$ cat src/rtl/nbc_pkg.sv
package nbc_pkg;

  typedef enum logic [3:0] {
    ST_IDLE,
    ST_CE,
    ST_CMD,
    ST_ADDR,
    ST_WAIT,
    ST_READ,
    ST_PUSH,
    ST_END,
    ST_DONE
  } nbc_state_e;

  typedef enum logic [1:0] {
    PH_IDLE,
    PH_PULSE,
    PH_HOLD
  } nbc_phase_e;

  localparam logic [7:0] NBC_CMD_PAGE_READ = 8'h00;

endpackage

$ cat src/rtl/nbc_strobe_seq.sv
module nbc_strobe_seq
  import nbc_pkg::*;
#(
  parameter int PULSE_CYC = 2,
  parameter int HOLD_CYC  = 1
) (
  input  logic clk,
  input  logic rst_n,
  input  logic kick,
  output logic active,
  output logic capture,
  output logic fin,
  output logic idle
);

  localparam int LONGEST = (PULSE_CYC > HOLD_CYC) ? PULSE_CYC : HOLD_CYC;
  localparam int CW      = $clog2(LONGEST + 1);
  localparam logic [CW-1:0] PULSE_LAST = CW'(PULSE_CYC - 1);
  localparam logic [CW-1:0] HOLD_LAST  = CW'(HOLD_CYC - 1);

  nbc_phase_e    phase_q;
  logic [CW-1:0] cnt_q;

  always_ff @(posedge clk or negedge rst_n) begin
    if (!rst_n) begin
      phase_q <= PH_IDLE;
      cnt_q   <= '0;
    end else begin
      case (phase_q)
        PH_IDLE: begin
          if (kick) begin
            phase_q <= PH_PULSE;
            cnt_q   <= '0;
          end
        end
        PH_PULSE: begin
          if (cnt_q == PULSE_LAST) begin
            phase_q <= PH_HOLD;
            cnt_q   <= '0;
          end else begin
            cnt_q <= cnt_q + CW'(1);
          end
        end
        PH_HOLD: begin
          if (cnt_q == HOLD_LAST) begin
            phase_q <= PH_IDLE;
            cnt_q   <= '0;
          end else begin
            cnt_q <= cnt_q + CW'(1);
          end
        end
        default: phase_q <= PH_IDLE;
      endcase
    end
  end

  assign active  = (phase_q == PH_PULSE);
  assign capture = (phase_q == PH_PULSE) && (cnt_q == PULSE_LAST);
  assign fin     = (phase_q == PH_HOLD) && (cnt_q == HOLD_LAST);
  assign idle    = (phase_q == PH_IDLE);

  // a new strobe is never requested over one in flight
  a_r6_kick_when_idle: assert property (@(posedge clk) disable iff (!rst_n)
    kick |-> idle);
  // the last low cycle is always followed by the hold phase
  a_r6_pulse_to_hold: assert property (@(posedge clk) disable iff (!rst_n)
    capture |=> (phase_q == PH_HOLD) && !active);

endmodule

$ cat src/rtl/nbc_wait_timer.sv
module nbc_wait_timer #(
  parameter int WAIT_CYC = 10000
) (
  input  logic clk,
  input  logic rst_n,
  input  logic load,
  output logic expired
);

  localparam int CW = $clog2(WAIT_CYC + 1);

  logic [CW-1:0] cnt_q;

  always_ff @(posedge clk or negedge rst_n) begin
    if (!rst_n) begin
      cnt_q <= '0;
    end else if (load) begin
      cnt_q <= CW'(WAIT_CYC);
    end else if (cnt_q != '0) begin
      cnt_q <= cnt_q - CW'(1);
    end
  end

  assign expired = (cnt_q == '0);

  // the settling count only ever walks down by one per cycle
  a_r5_steady_descent: assert property (@(posedge clk) disable iff (!rst_n)
    (!load && cnt_q != '0) |=> (cnt_q == $past(cnt_q) - CW'(1)));

endmodule

$ cat src/rtl/nbc_addr_fmt.sv
module nbc_addr_fmt #(
  parameter int PAGE_BYTES     = 512,
  parameter int CHIP_ADDR_BITS = 23
) (
  input  logic [CHIP_ADDR_BITS-$clog2(PAGE_BYTES)-1:0] page,
  input  logic [1:0]                                   sel,
  output logic [7:0]                                   addr_byte
);

  localparam int SH      = $clog2(PAGE_BYTES);
  localparam int PG_USED = CHIP_ADDR_BITS - SH;
  localparam int MID_LO  = 9;   // second address byte covers offset bits [16:9]
  localparam int TOP_LO  = 17;  // third address byte covers offset bits [24:17]

  logic [7:0] mid_byte;
  logic [7:0] top_byte;

  for (genvar i = 0; i < 8; i++) begin : g_mid
    localparam int OFF_BIT = MID_LO + i;
    localparam int PG_BIT  = OFF_BIT - SH;
    if (PG_BIT >= 0 && PG_BIT < PG_USED) begin : g_on
      assign mid_byte[i] = page[PG_BIT];
    end else begin : g_off
      assign mid_byte[i] = 1'b0;
    end
  end

  for (genvar i = 0; i < 8; i++) begin : g_top
    localparam int OFF_BIT = TOP_LO + i;
    localparam int PG_BIT  = OFF_BIT - SH;
    if (OFF_BIT < CHIP_ADDR_BITS && PG_BIT >= 0 && PG_BIT < PG_USED) begin : g_on
      assign top_byte[i] = page[PG_BIT];
    end else begin : g_mask
      assign top_byte[i] = 1'b0;
    end
  end

  always_comb begin
    case (sel)
      2'd1:    addr_byte = mid_byte;
      2'd2:    addr_byte = top_byte;
      default: addr_byte = 8'h00;
    endcase
  end

endmodule

$ cat src/rtl/nand_boot_copy.sv
module nand_boot_copy
  import nbc_pkg::*;
#(
  parameter int PAGE_W         = 16,
  parameter int CNT_W          = 16,
  parameter int DEST_AW        = 24,
  parameter int PAGE_BYTES     = 512,
  parameter int CHIP_ADDR_BITS = 23,
  parameter int PULSE_CYC      = 2,
  parameter int HOLD_CYC       = 1,
  parameter int WAIT_CYC       = 10000
) (
  input  logic               clk,
  input  logic               rst_n,
  input  logic               start,
  input  logic [PAGE_W-1:0]  start_page,
  input  logic [CNT_W-1:0]   page_count,
  input  logic [DEST_AW-1:0] dest_base,
  output logic               done,
  output logic               nand_ce_n,
  output logic               nand_cle,
  output logic               nand_ale,
  output logic               nand_we_n,
  output logic               nand_re_n,
  output logic [7:0]         nand_dq_o,
  output logic               nand_dq_oe,
  input  logic [7:0]         nand_dq_i,
  output logic               wr_valid,
  input  logic               wr_ready,
  output logic [DEST_AW-1:0] wr_addr,
  output logic [7:0]         wr_data
);

  localparam int BW      = $clog2(PAGE_BYTES);
  localparam int PG_USED = CHIP_ADDR_BITS - BW;
  localparam logic [BW-1:0] BIDX_LAST = BW'(PAGE_BYTES - 1);

  nbc_state_e         state_q;
  logic [PAGE_W-1:0]  page_q;
  logic [CNT_W-1:0]   rem_q;
  logic [DEST_AW-1:0] dst_q;
  logic [1:0]         aidx_q;
  logic [BW-1:0]      bidx_q;
  logic [7:0]         byte_q;

  logic seq_kick, seq_active, seq_capture, seq_fin, seq_idle;
  logic bus_write, bus_read;
  logic wait_load, wait_done;
  logic [7:0] addr_byte;

  assign bus_write = (state_q == ST_CMD) || (state_q == ST_ADDR);
  assign bus_read  = (state_q == ST_READ);
  assign seq_kick  = seq_idle && (bus_write || bus_read);
  assign wait_load = (state_q == ST_ADDR) && seq_fin && (aidx_q == 2'd2);

  nbc_strobe_seq #(
    .PULSE_CYC(PULSE_CYC),
    .HOLD_CYC (HOLD_CYC)
  ) u_strobe (
    .clk    (clk),
    .rst_n  (rst_n),
    .kick   (seq_kick),
    .active (seq_active),
    .capture(seq_capture),
    .fin    (seq_fin),
    .idle   (seq_idle)
  );

  nbc_wait_timer #(
    .WAIT_CYC(WAIT_CYC)
  ) u_settle (
    .clk    (clk),
    .rst_n  (rst_n),
    .load   (wait_load),
    .expired(wait_done)
  );

  nbc_addr_fmt #(
    .PAGE_BYTES    (PAGE_BYTES),
    .CHIP_ADDR_BITS(CHIP_ADDR_BITS)
  ) u_addr (
    .page     (page_q[PG_USED-1:0]),
    .sel      (aidx_q),
    .addr_byte(addr_byte)
  );

  always_ff @(posedge clk or negedge rst_n) begin
    if (!rst_n) begin
      state_q <= ST_IDLE;
      page_q  <= '0;
      rem_q   <= '0;
      dst_q   <= '0;
      aidx_q  <= '0;
      bidx_q  <= '0;
      byte_q  <= '0;
    end else begin
      if (seq_capture && bus_read) begin
        byte_q <= nand_dq_i;
      end
      case (state_q)
        ST_IDLE: begin
          if (start) begin
            if (page_count == '0) begin
              state_q <= ST_DONE;
            end else begin
              page_q  <= start_page;
              rem_q   <= page_count;
              dst_q   <= dest_base;
              aidx_q  <= '0;
              bidx_q  <= '0;
              state_q <= ST_CE;
            end
          end
        end
        ST_CE: state_q <= ST_CMD;
        ST_CMD: begin
          if (seq_fin) state_q <= ST_ADDR;
        end
        ST_ADDR: begin
          if (seq_fin) begin
            if (aidx_q == 2'd2) begin
              aidx_q  <= '0;
              state_q <= ST_WAIT;
            end else begin
              aidx_q <= aidx_q + 2'd1;
            end
          end
        end
        ST_WAIT: begin
          if (wait_done) state_q <= ST_READ;
        end
        ST_READ: begin
          if (seq_fin) state_q <= ST_PUSH;
        end
        ST_PUSH: begin
          if (wr_ready) begin
            dst_q <= dst_q + DEST_AW'(1);
            if (bidx_q == BIDX_LAST) begin
              bidx_q  <= '0;
              state_q <= ST_END;
            end else begin
              bidx_q  <= bidx_q + BW'(1);
              state_q <= ST_READ;
            end
          end
        end
        ST_END: begin
          page_q  <= page_q + PAGE_W'(1);
          rem_q   <= rem_q - CNT_W'(1);
          state_q <= (rem_q == CNT_W'(1)) ? ST_DONE : ST_CE;
        end
        ST_DONE: state_q <= ST_IDLE;
        default: state_q <= ST_IDLE;
      endcase
    end
  end

  assign nand_ce_n  = !((state_q == ST_CE) || (state_q == ST_CMD) || (state_q == ST_ADDR) ||
                        (state_q == ST_WAIT) || (state_q == ST_READ) || (state_q == ST_PUSH));
  assign nand_cle   = (state_q == ST_CMD);
  assign nand_ale   = (state_q == ST_ADDR);
  assign nand_we_n  = !(seq_active && bus_write);
  assign nand_re_n  = !(seq_active && bus_read);
  assign nand_dq_oe = bus_write && !seq_idle;
  assign nand_dq_o  = (state_q == ST_CMD) ? NBC_CMD_PAGE_READ : addr_byte;

  assign wr_valid = (state_q == ST_PUSH);
  assign wr_addr  = dst_q;
  assign wr_data  = byte_q;
  assign done     = (state_q == ST_DONE);

  // a stalled byte keeps its address and value
  a_r8_hold_under_stall: assert property (@(posedge clk) disable iff (!rst_n)
    (wr_valid && !wr_ready) |=> (wr_valid && $stable(wr_addr) && $stable(wr_data)));
  // no flash read while a byte waits for the destination
  a_r8_no_read_pending: assert property (@(posedge clk) disable iff (!rst_n)
    wr_valid |-> nand_re_n);
  // every accepted byte advances the destination address by one
  a_r7_addr_step: assert property (@(posedge clk) disable iff (!rst_n)
    (wr_valid && wr_ready) |=> (wr_addr == $past(wr_addr) + DEST_AW'(1)));
  // completion is a single-cycle pulse
  a_r10_done_single: assert property (@(posedge clk) disable iff (!rst_n)
    done |=> !done);
  // flash deselected and bus released at completion
  a_r10_ce_high_at_done: assert property (@(posedge clk) disable iff (!rst_n)
    done |-> (nand_ce_n && !nand_dq_oe));
  // command and address latches never overlap
  a_r2_latch_apart: assert property (@(posedge clk) disable iff (!rst_n)
    !(nand_cle && nand_ale));
  // at most one strobe low, and write data driven under the write strobe
  a_r6_one_strobe: assert property (@(posedge clk) disable iff (!rst_n)
    (nand_we_n || nand_re_n));
  a_r6_we_has_data: assert property (@(posedge clk) disable iff (!rst_n)
    !nand_we_n |-> nand_dq_oe);
  // zero page count completes in the next cycle
  a_r11_zero_count: assert property (@(posedge clk) disable iff (!rst_n)
    (state_q == ST_IDLE && start && page_count == '0) |=> done);
  // start during the settling wait leaves the run untouched
  a_r12_start_ignored: assert property (@(posedge clk) disable iff (!rst_n)
    (state_q == ST_WAIT && start) |=> ($stable(dst_q) && $stable(rem_q) && $stable(page_q)));

endmodule

$ cat config.mk
export PLATFORM = sky130hd
export DESIGN_NAME = nand_boot_copy
export DESIGN_NICKNAME = d
export VERILOG_FILES = /design/src/rtl/nbc_pkg.sv /design/src/rtl/nbc_strobe_seq.sv /design/src/rtl/nbc_wait_timer.sv /design/src/rtl/nbc_addr_fmt.sv /design/src/rtl/nand_boot_copy.sv
export SDC_FILE = /design/constraint.sdc
export NUM_CORES = 1
export LEC_CHECK = 0
export BUFFER_PORTS_ARGS = -buffer_cell sky130_fd_sc_hd__buf_4
export CORE_UTILIZATION = 25
export CTS_CLUSTER_DIAMETER = 200
export DETAILED_ROUTE_END_ITERATION = 10
export RECOVER_POWER = 100
export SLEW_MARGIN = 20
export SYNTH_ARGS = -nofsm -noshare
export SYNTH_HDL_FRONTEND = slang
export SYNTH_SLANG_ARGS = --single-unit
$ cat constraint.sdc
create_clock -name clk -period 5.44 [get_ports clk]
set_input_delay 1.088 -clock clk [delete_from_list [all_inputs] [get_ports clk]]
set_output_delay 1.088 -clock clk [all_outputs]
set_load 0.01 [all_outputs]
-- After elaboration in Yosys (flattened, before gate mapping)
Index checks and enable logic that the tools add are counted.
- latch bits: 0
- bits in read-only memories: 0
- input bits: 68
- bits in registers: 97
- logic and storage cells: 123
- memories: 0
- output and inout port bits: 48
- RAM bits: 0
- reduce and logical (&&, ||, !) cells: 37
- div/mod/pow operators: 0
- bitwise gates (word level): 0
- order comparisons: 0
- equal/unequal tests: 26
- multipliers: 0
- mux-type cells: 43
- shifts and indexed selects: 0
- $add $sub $neg: 7
- operators by type and width (kind ; count):
    2-to-1 mux 24 bit ; 3
    2-to-1 mux 16 bit ; 4
    one-hot mux 16 bit (2 select lines) ; 2
    one-hot mux 24 bit (2 select lines) ; 1
    2-to-1 mux 4 bit ; 9
    2-to-1 mux 9 bit ; 4
    one-hot mux 4 bit (8 select lines) ; 1
    2-to-1 mux 14 bit ; 2
    adder 24 x 1 -> 24 bit (second input constant) ; 1
    2-to-1 mux 2 bit ; 11
    one-hot mux 9 bit (2 select lines) ; 1
    adder 16 x 1 -> 16 bit (second input constant) ; 1
    equality test 16 x 1 -> 1 bit (second input constant) ; 1
    equality test 4 x 3 -> 1 bit (second input constant) ; 4
    zero test 16 bit ; 1
    one-hot mux 8 bit (2 select lines) ; 1
    subtractor 16 x 1 -> 16 bit (second input constant) ; 1
    zero test 14 bit ; 1
    nonzero test 14 bit ; 1
    subtractor 14 x 1 -> 14 bit (second input constant) ; 1
    inequality test 2 x 1 -> 1 bit (second input constant) ; 6
    one-hot mux 2 bit (3 select lines) ; 2
    inequality test 2 bit (second input constant) ; 5
    adder 9 x 1 -> 9 bit (second input constant) ; 1
    20 further kinds ; 48

-- Logic depth before layout (Yosys ltp)
Gate-level depths: netlist (run 1).
- word-level depth: 7
- depth in mapped cells: 9
- depth with buffers taken out: 9

-- Modules after synthesis
A second synthesis (run 1) with hierarchy kept.
- cell total of the unflattened synthesis: 668
- area, all modules: 5980.7 um2
- modules (own cells, without submodules) (module ; times used ; area an instance (um2) ; seq. area each (um2) ; cells an instance):
    nand_boot_copy ; 1 ; 4694.5 ; 1926.8 ; 534
    nbc_wait_timer ; 1 ; 794.5 ; 350.3 ; 83
    nbc_strobe_seq ; 1 ; 366.6 ; 100.1 ; 33
    nbc_addr_fmt ; 1 ; 125.1 ; 0.0 ; 18

-- Worst setup path after synthesis (run 1)
OpenSTA, ideal clock, no wires.
- kind: register to output
- start: register state_q[2]
- end: output port nand_dq_o[0]
- buffers on the path: 2
- data required time: 4.352 ns
- arrival time: 1.475 ns
- stages on the path, launching flop included: 7
- path slack: 2.877 ns
- cells stage by stage: dfrtp_1 > buf_4 > nor2_1 > nand3_1 > and3_1 > clkbuf_1 > a22o_1
- longest elaborated chain between the ends: 2
- ends and longest elaborated chain (item ; RTL line ; text):
    from (decl) ; nand_boot_copy.sv:38 ; nbc_state_e state_q;
    from (signal assigned) ; nand_boot_copy.sv:150 ; state_q <= (rem_q == CNT_W'(1)) ? ST_DONE : ST_CE;
    equality test 4 x 2 -> 1 bit ; nand_boot_copy.sv:165 ; assign nand_dq_o = (state_q == ST_CMD) ? NBC_CMD_PAGE_READ : addr_byte;
    2-to-1 mux 8 bit ; nand_boot_copy.sv:165 ;
    to (decl) ; nand_boot_copy.sv:25 ; output logic [7:0] nand_dq_o,
No other way between the ends.

-- Final worst setup path (run 1)
- start: register state_q[1]
- end: register bidx_q[3]
- longest elaborated chain between the ends: 3
- elaborated cells between the ends (all ways): 8
- classes of those cells: eq/ne: 4; mux: 1; reduce/logical: 3
- ends and longest elaborated chain (item ; RTL line ; text):
    equality test 4 x 3 -> 1 bit or zero test 4 bit (tied branches) ; nand_boot_copy.sv:100 ; case (state_q)
    inequality test 2 x 1 -> 1 bit (no line) (tied with other cells) ; - ;
    AND reduction 4 bit (no line) ; - ;
    to (signal assigned) ; nand_boot_copy.sv:142 ; bidx_q <= bidx_q + BW'(1);
    to (decl) ; nand_boot_copy.sv:43 ; logic [BW-1:0] bidx_q;
Parallel ways exist; a longest one is shown, timed or not.
A chain may end at the register's enable or synchronous reset.

==> results of run 1 <==
-- metrics by stage --
stage          setup WS, ps  area [µm²]
3_5_place_dp           1980        6870
5_1_grt                1110        6970
4_1_cts                1700        7190
2_1_floorplan          2880        5760
6_report               1440        6970
3_3_place_gp           1960        6870
-- state kept, by name, indices dropped and copies added, names as in the netlist --
name,count
u_strobe.phase_q,2
aidx_q,2
rem_q,16
wr_data,8
wr_addr,24
state_q,4
page_q,14
u_settle.cnt_q,14
bidx_q,9
u_strobe.cnt_q,2
-- cell usage after synthesis (all sizes together), types with 3 or more instances --
library cell,instances,area share
xnor2,8,0.012
nand2b,3,0.0033
nor2,52,0.034
nor3,23,0.022
a31o,3,0.0046
o22ai,12,0.013
mux2i,8,0.014
a21o,4,0.0052
ha,18,0.039
nor4,16,0.027
buf,17,0.016
or3,4,0.0043
a21oi,62,0.055
clkbuf,15,0.0098
o21ai,44,0.039
and3,13,0.014
a31oi,8,0.0087
and4,4,0.0061
mux2,10,0.020
a22o,10,0.015
o211ai,4,0.0052
nor2b,5,0.0054
a211oi,15,0.020
a311oi,5,0.0076
nand4,13,0.014
a2111oi,3,0.0046
dfrtp,95,0.41
nand3,33,0.029
o31ai,3,0.0039
or4,6,0.0091
inv,29,0.019
o221a,8,0.016
nand2,55,0.036
and2,7,0.0076
-- power by group through the flow --
stage	registers [mW]	logic, mW	clock network (mW)
final	0.716	0.0715	0.695
after global routing	0.716	0.0793	0.745
after CTS	0.716	0.0783	0.717
after detailed placement	0.729	0.0779	0
after global placement	0.729	0.0776	0
after floorplan	0.731	0.00958	0
-- cell type report --
cell class	instances	area, µm²	area share
Tap cell	285	357	0.0511
Sequential cell	95	2380	0.341
Timing Repair Buffer	120	706	0.101
Clock inverter	6	92.6	0.0133
Clock buffer	9	225	0.0323
Multi-Input combinational cell	490	3110	0.445
Inverter	29	109	0.0156
-- how the worst max path moves through the flow --
stage              endpoint  cells after the start           start
6_report          bidx_q[3]                      7      state_q[1]
5_1_grt           bidx_q[3]                      7      state_q[1]
2_1_floorplan  nand_dq_o[0]                      6      state_q[2]
3_5_place_dp      page_q[5]                      7  page_count[14]
3_3_place_gp      page_q[5]                      7  page_count[14]
4_1_cts            wr_valid                      3      state_q[1]
-- kinds of logic (layout without fill, tap and decap cells) --
logic type,after synthesis,in the layout,share of synthesized area
compound gates,199,199,0.224
xor+xnor,9,9,0.0137
fa+ha+maj,18,18,0.0391
buf+inv,61,164,0.0451
flops,95,95,0.412
mux,18,18,0.0334
simple gates,246,246,0.232
-- metal layers --
layer / track usage / vias to the layer above / wire length, µm / part of all wire
met2: 0.225 / 155 / 7450 / 0.45
met4: 0.0300 / 0 / 127 / 0.0078
li1: - / 2614 / - / -
met1: 0.189 / 2551 / 7660 / 0.47
met3: 0.0420 / 14 / 1140 / 0.069
met5: 0 / - / 0 / 0
-- cells in the final DEF, fill, tap and decap left out, types with 4 or more instances in the layout --
cell	Yosys	layout
mux2i_1	8	8
o22ai_1	12	12
o221a_2	8	8
a21o_1	4	4
and4_1	4	4
inv_1	29	29
a22o_1	10	10
nor4_1	11	11
nand2_1	54	54
nand4_1	13	13
clkbuf_16	0	9
a31oi_1	8	8
o211ai_1	4	4
o21ai_0	42	43
a211oi_1	15	15
clkbuf_1	15	52
buf_4	2	68
nor3_1	22	22
nor2b_1	5	5
or3_1	4	4
and3_1	13	13
dfrtp_1	95	95
ha_1	18	18
nor2_1	52	52
a21oi_1	60	62
nand3_1	33	33
or4_1	4	4
xnor2_1	8	8
and2_1	7	4
mux2_2	10	10
a311oi_1	5	5
==> qor.txt, run 1 <==
outcome: finished with violations
failing checks: capacitance limit, slew limit
via count: 5334
Pins Over Slew Limit: 35
CTS tree: done
final setup fails: 0
Clk network pwr share: 0.469
number of global-route vias before repair: 5130
Ant. Diodes: 0
Net Sw Power: 0.330 mW
Post-CTS Hold Fix Bufs: 0
Hold Path Depth: 1
CP max FO: 25
Root Driver: clkbuf_16
CP most frequent cell: o21ai_0
H-tree levels: 3
die area: 0.0237 mm²
Pwr Total: 1.48 mW
crit path max-delay cell type: inv_1
slowest stage delay, CP: 820 ps
Synth Register Bits: 95
drt initial violations: 394
DRT Pass-1 Iters: 5
unrepaired setup endpoints after global routing: no
Crit path max-delay family: buffers and inverters
Comb power frac: 0.048
GPL Wtd Cong: 0.819
DIE WIDTH: 154 µm
register area share after synthesis: 0.412
initial antenna violation count: 0
Hold Path End: rem_q[14]
Max-cap violations: 1
worst r2r dst: bidx_q[3]
Post-synth EDFFs: 0
clock slew at reported path FFs: 70 ps
Post-Route WL: 16400 µm
vias per cell: 5.16
Synth cell types: 70
Worst-Margin Slew: 1870 ps
Mapped Area: 0.00576 mm²
Req. time, crit path: 5680 ps
Final Hold Viols: 0
syn_area_per_cell: 8.92 µm²
core box area: 0.0226 mm²
Final ANT Viol Nets: 0
Mapped Cells: 646
Final Critical Period: 4000 ps
Yosys warning count: 0
Worst slew margin: -0.244
ratio of cells with drive above 1 in the final layout: 0.155
cell chain of the critical path: nand4bb_1 > inv_1 > nand2_1 > o21ai_0 > clkbuf_1 > o21ai_0 > a22o_1
syn_nets: 732
Peak Freq: 0.250 GHz
placed insts: 1019
largest net degree at the start of global routing: 63
post_cts resized: 0
setup bufs post-CTS: 0
Congestion Overflow GR: 0
Worst EP arrival: 4240 ps
Setup crit end kind: flip-flop
startpoint types: flip-flop
Die Height: 154 µm
Buffers & Inverters on Critical Path: 2
Final Non-Filler Cells: 1034
Max clock buf depth: 2
sw frac: 0.223
Num CTS Buffers: 9
critical path class: reg2reg
worst-case hold slack: 489 ps
DP Wirelength: 11800 µm
latest clock arrival within the worst-skew pair: 350 ps
Flop pwr share: 0.483
worst IR drop on VDD: 145 µV
Layout area overhead: 20.9%
starting density of the core: 0.255
sum of negative setup slack: 0 ps
routed len/inst: 15.8 µm
# port buffers: 113
R2R depth: 7
DRC: 0
GRT Util Overall: 0.142
Util after Layout: 0.308
# rows: 55
reg2reg setup slack: 1440 ps
asr flop ratio synth: 1.00
clk sink count: 95
final worst path period share: 0.735
Ports: 116
Int Power: 1.15 mW
FILL cells: 2416
global-route wire length before repair: 26900 µm
Layout Skew: 11.4 ps
Hold Crit Class: reg2reg
Nets: 831
pwr dens: 213 mW/mm²
worst hold path startpoint: rem_q[14]
top_reg_cell synth: dfrtp_1
Worst R2R Start: state_q[1]
leak pwr: 2.84 nW
Power figures use the tool's default switching activity.
==> run 2, diff against run 1 <==
clock period = 3.7 ns   (was 5.44 ns; I/O delays follow)
==> run 2 against run 1 <==
Effect of this change:
- the run now ends clean
- non-clock buffer count grew 3
- fmax grew 32%
- count of clock-buffer cells in the layout grew 1
- clock power grew 48%
- first-iteration DRC count shrank 30%
- register-to-register slack lost 780 ps
- via count grew 1.2%
- sequential share of layout area shrank 0.13 points
- final area grew 0.39%
- largest cell class unchanged
- highest routed layer unchanged
==> qor.txt, run 2 (synthesis results as in run 1) <==
Setup crit end kind: flip-flop
Net Sw Power: 0.489 mW (+48%)
Num CTS Buffers: 9 (unchanged)
starting density of the core: 0.255 (unchanged)
post_cts resized: 0 (unchanged)
GRT Util Overall: 0.140 (-0.00191)
outcome: complete, no violations
leak pwr: 2.86 nW (+0.79%)
Worst-Margin Slew: 1320 ps (-551 ps)
CP max FO: 22 (-12%)
crit path max-delay cell type: clkbuf_1
vias per cell: 5.20 (+0.85%)
via count: 5400 (+1.2%)
Req. time, crit path: 3940 ps (-1740 ps)
# port buffers: 113 (unchanged)
ratio of cells with drive above 1 in the final layout: 0.158 (+0.00316)
core box area: 0.0226 mm² (unchanged)
final setup fails: 0 (unchanged)
number of global-route vias before repair: 5070 (-1.2%)
Max clock buf depth: 2 (unchanged)
Pins Over Slew Limit: 0 (-100%)
pwr dens: 313 mW/mm² (+47%)
die area: 0.0237 mm² (unchanged)
Max-cap violations: 0 (-1)
startpoint types: flip-flop
setup bufs post-CTS: 0 (unchanged)
largest net degree at the start of global routing: 49 (-22%)
Hold Crit Class: in2async
clk sink count: 95 (unchanged)
sw frac: 0.223 (+0.000533)
worst IR drop on VDD: 186 µV (+28%)
Layout area overhead: 21.4%
DRC: 0 (unchanged)
Clk network pwr share: 0.470 (about the same)
Peak Freq: 0.329 GHz (+32%)
# rows: 55 (unchanged)
sum of negative setup slack: 0 ps (unchanged)
Root Driver: clkbuf_16
global-route wire length before repair: 26600 µm (-1.3%)
clock slew at reported path FFs: 70 ps (about the same)
Worst slew margin: 0.117 (+0.361)
cell chain of the critical path: nand4bb_1 > buf_4 > inv_1 > nand2_1 > o21ai_0 > clkbuf_1 > o21ai_0 > a22o_1
Crit path max-delay family: buffers and inverters
Buffers & Inverters on Critical Path: 3 (+1)
DIE WIDTH: 154 µm (unchanged)
FILL cells: 2414 (-0.083%)
unrepaired setup endpoints after global routing: no
most common cell after layout, fill and taps aside: dfrtp_1
routed len/inst: 15.7 µm (-1.0%)
latest clock arrival within the worst-skew pair: 350 ps (about the same)
initial antenna violation count: 0 (unchanged)
Nets: 834 (+0.36%)
Ports: 116 (unchanged)
Ant. Diodes: 0 (unchanged)
commonest non-fill, non-tap cells in the layout: dfrtp_1 (95), buf_4 (71), a21oi_1 (62)
slowest stage delay, CP: 810 ps (about the same)
drt initial violations: 274 (-30%)
DRT Pass-1 Iters: 6 (+1)
max reg flops: 24 (unchanged)
Final ANT Viol Nets: 0 (unchanged)
CTS tree: done
Post-Route WL: 16300 µm (-0.63%)
Int Power: 1.70 mW (+48%)
Comb power frac: 0.049 (about the same)
CP most frequent cell: o21ai_0
final worst path period share: 0.821 (+0.0862)
H-tree levels: 3 (unchanged)
DP Wirelength: 11700 µm (-0.92%)
Final Critical Period: 3040 ps (-960 ps)
Die Height: 154 µm (unchanged)
Final Hold Viols: 0 (unchanged)
Worst EP arrival: 3280 ps (-960 ps)
Layout Skew: 9.49 ps (-1.93 ps)
Flop pwr share: 0.481 (-0.002)
Post-CTS Hold Fix Bufs: 0 (unchanged)
critical path class: reg2reg
GPL Wtd Cong: 0.804 (-1.8%)
Congestion Overflow GR: 0 (unchanged)
Pwr Total: 2.19 mW (+48%)
[run 2: layer usage]
metal	wire, µm	part of all wire	track usage
met1	7730	0.48	0.189
met2	7300	0.45	0.218
met3	1120	0.069	0.0445
met4	117	0.0072	0.0290
met5	0	0	0
[run 2: layout make-up]
type / instances / area, µm² / share of cell area
Timing Repair Buffer: 123 / 748 / 0.107
Multi-Input combinational cell: 490 / 3090 / 0.441
Sequential cell: 95 / 2380 / 0.340
Inverter: 29 / 109 / 0.0156
Clock buffer: 10 / 229 / 0.0327
Clock inverter: 6 / 92.6 / 0.0132
Tap cell: 285 / 357 / 0.0509
[run 2: power groups by stage]
stage / clock network (mW) / logic (mW) / registers, mW
finish: 1.03 / 0.107 / 1.05
global route: 1.11 / 0.118 / 1.05
CTS: 1.06 / 0.116 / 1.05
detailed placement: 0 / 0.116 / 1.07
global placement: 0 / 0.116 / 1.07
floorplan: 0 / 0.0141 / 1.08
[run 2: worst paths after layout]
kind	startpoint	endpoint	slack, ps	cells after the start
min in group clk	rem_q[14]	rem_q[14]	490	1
hold / removal	rst_n	wr_addr[2]	430	1
setup reg to reg	state_q[0]	bidx_q[3]	660	8
max in group asynchronous	rst_n	u_settle.cnt_q[6]	2560	2
setup / recovery	state_q[0]	bidx_q[3]	660	8
hold reg to reg	rem_q[14]	rem_q[14]	490	1
[run 2: metrics by stage]
stage	area, µm²	cells	utilization	worst slack (ps)	hold WS (ps)
2_1_floorplan	5760	646	-	1490	440
3_3_place_gp	6910	1022	0.305	866	469
3_5_place_dp	6910	1022	0.305	860	480
4_1_cts	7230	1038	0.319	759	444
5_1_grt	7000	1038	0.309	468	469
6_report	7000	1038	0.309	662	430
==> run 3, diff against run 2 <==
clock period = 2.9 ns   (was 3.7 ns; I/O delays follow)
==> run 3 against run 2 <==
Effect of this change:
- the run now ends with capacitance limit, slew limit left
- clock skew increased by 2.5 ps
- count of clock-buffer cells in the layout is the same
- hold slack gained 28 ps
- final cell count increased by 0.48%
- die area did not move
==> qor.txt, run 3 (synthesis results as in run 1) <==
commonest non-fill, non-tap cells in the layout: dfrtp_1 (95), buf_4 (71), a21oi_1 (62)
worst IR drop on VDD: 263 µV (+42%)
unrepaired setup endpoints after global routing: no
Peak Freq: 0.374 GHz
GPL Wtd Cong: 0.785 (-2.3%)
vias per cell: 5.16 (-0.90%)
Clk network pwr share: 0.444 (-0.026)
ratio of cells with drive above 1 in the final layout: 0.164 (+0.00555)
DP Worst Slack: 466 ps (-394 ps)
Net Sw Power: 0.636 mW (+30%)
sum of negative setup slack: 0 ps (unchanged)
worst hold path startpoint: start_page[10]
Post-CTS Hold Fix Bufs: 0 (unchanged)
CP max FO: 14 (-36%)
Worst-Margin Slew: 1980 ps (+668 ps)
# rows: 55 (unchanged)
clk sink count: 95 (unchanged)
Int Power: 2.02 mW (+19%)
Pwr Total: 2.66 mW (+22%)
DIE WIDTH: 154 µm (unchanged)
via count: 5377 (-0.43%)
number of global-route vias before repair: 5042 (-0.55%)
Post-Route WL: 16200 µm (-0.27%)
H-tree levels: 3 (unchanged)
DP Wirelength: 11800 µm (+0.80%)
Worst EP arrival: 2090 ps (-1190 ps)
failing checks: capacitance limit, slew limit
Hold Crit Class: in2reg
clock slew at reported path FFs: 80 ps (about the same)
Setup crit start: state_q[2]
most common cell after layout, fill and taps aside: dfrtp_1
Setup crit end kind: output pin
crit path max-delay cell type: dfrtp_1
die area: 0.0237 mm² (unchanged)
Root Driver: clkbuf_16
DRT Pass-1 Iters: 5 (-1)
CTS tree: done
global-route wire length before repair: 26500 µm (-0.23%)
DRC: 0 (unchanged)
pwr dens: 380 mW/mm² (+21%)
# port buffers: 113 (unchanged)
initial antenna violation count: 0 (unchanged)
slowest stage delay, CP: 560 ps (-250 ps)
Die Height: 154 µm (unchanged)
Comb power frac: 0.051 (+0.002)
startpoint types: flip-flop
Worst slew margin: -0.322 (-0.439)
cell chain of the critical path: nor2_2 > nand3_1 > and3_1 > a22o_1 > clkbuf_1
leak pwr: 2.86 nW (about the same)
outcome: finished with violations
final worst path period share: 0.921
drt initial violations: 327 (+19%)
Num CTS Buffers: 9 (unchanged)
Max-cap violations: 1 (+1)
sw frac: 0.239 (+0.0157)
core box area: 0.0226 mm² (unchanged)
Layout area overhead: 21.6%
setup bufs post-CTS: 0 (unchanged)
max reg flops: 24 (unchanged)
critical path class: reg2out
GRT Util Overall: 0.139 (-0.000636)
Nets: 839 (+0.60%)
Req. time, crit path: 2320 ps (-1620 ps)
Final WS setup: 230 ps (-432 ps)
Flop pwr share: 0.505 (+0.024)
Congestion Overflow GR: 0 (unchanged)
Max clock buf depth: 2 (unchanged)
Ant. Diodes: 0 (unchanged)
Final Critical Period: 2670 ps
Pins Over Slew Limit: 34 (+34)
Final Hold Viols: 0 (unchanged)
largest net degree at the start of global routing: 63 (+29%)
final setup fails: 0 (unchanged)
Final ANT Viol Nets: 0 (unchanged)
Worst R2R Start: state_q[1]
Layout Skew: 12.0 ps (+2.54 ps)
Ports: 116 (unchanged)
starting density of the core: 0.255 (unchanged)
latest clock arrival within the worst-skew pair: 350 ps (about the same)
routed len/inst: 15.6 µm (-0.75%)
worst-case hold slack: 458 ps (+27.8 ps)
## run 3: cell types whose count changed in the layout (fill, tap and decap cells not counted), moves of 2 or more
cell | before | now
clkbuf_1 | 51 | 54
inv_6 | 1 | 4
bufinv_16 | 2 | 0
clkbuf_2 | 0 | 2
## run 3: per-layer routing
metal  global-route usage  routed length (µm)
met5                    0                   0
met4               0.0271                  99
met3               0.0389                1100
met2                0.212                7320
met1                0.196                7720
## run 3: worst paths after layout
| check | endpoint | cells after the start | slack, ps |
|---|---|---|---|
| max reg2reg | wr_addr[9] | 6 | 370 |
| max in group asynchronous | u_strobe.cnt_q[1] | 1 | 970 |
| max | nand_dq_o[5] | 5 | 230 |
| min | page_q[10] | 3 | 460 |
| min in group asynchronous | wr_addr[1] | 1 | 780 |
| min reg2reg | rem_q[14] | 1 | 480 |
## run 3: stage by stage
| step | util | area (µm²) | cells |
|---|---|---|---|
| 3_5_place_dp | 0.307 | 6940 | 1027 |
| 6_report | 0.310 | 7010 | 1043 |
| 4_1_cts | 0.319 | 7230 | 1043 |
| 5_1_grt | 0.310 | 7010 | 1043 |
| 3_3_place_gp | 0.307 | 6940 | 1027 |
| 2_1_floorplan | - | 5760 | 646 |
## run 3: critical path, delay by kind of cell (launching register included)
| kind | cells | cell delay, ps |
|---|---|---|
| AO/OA/AOI/OAI | 1 | 290 |
| flip-flops | 1 | 560 |
| AND/OR/NAND/NOR | 3 | 770 |
| buffers and inverters | 1 | 130 |
## run 3: timing repair
item                       4_1_cts  5_1_grt
gates resized for setup          0        1
setup endpoints to repair        0        6
hold endpoints to repair         0        0
## run 3: cell type report
class	instances	area, µm²
inverter	29	109
timing repair buffer	128	766
tap	285	357
clock buffer	10	239
multi-input combinational	490	3110
clock inverter	6	50.0
sequential	95	2380
fill	2430	15600
## run 3: power groups by stage
stage	combinational (mW)	sequential [mW]	clock (mW)
after floorplan	0.0180	1.37	0
after global placement	0.147	1.37	0
after detailed placement	0.148	1.37	0
after CTS	0.149	1.34	1.22
after global routing	0.150	1.34	1.28
final	0.135	1.34	1.18
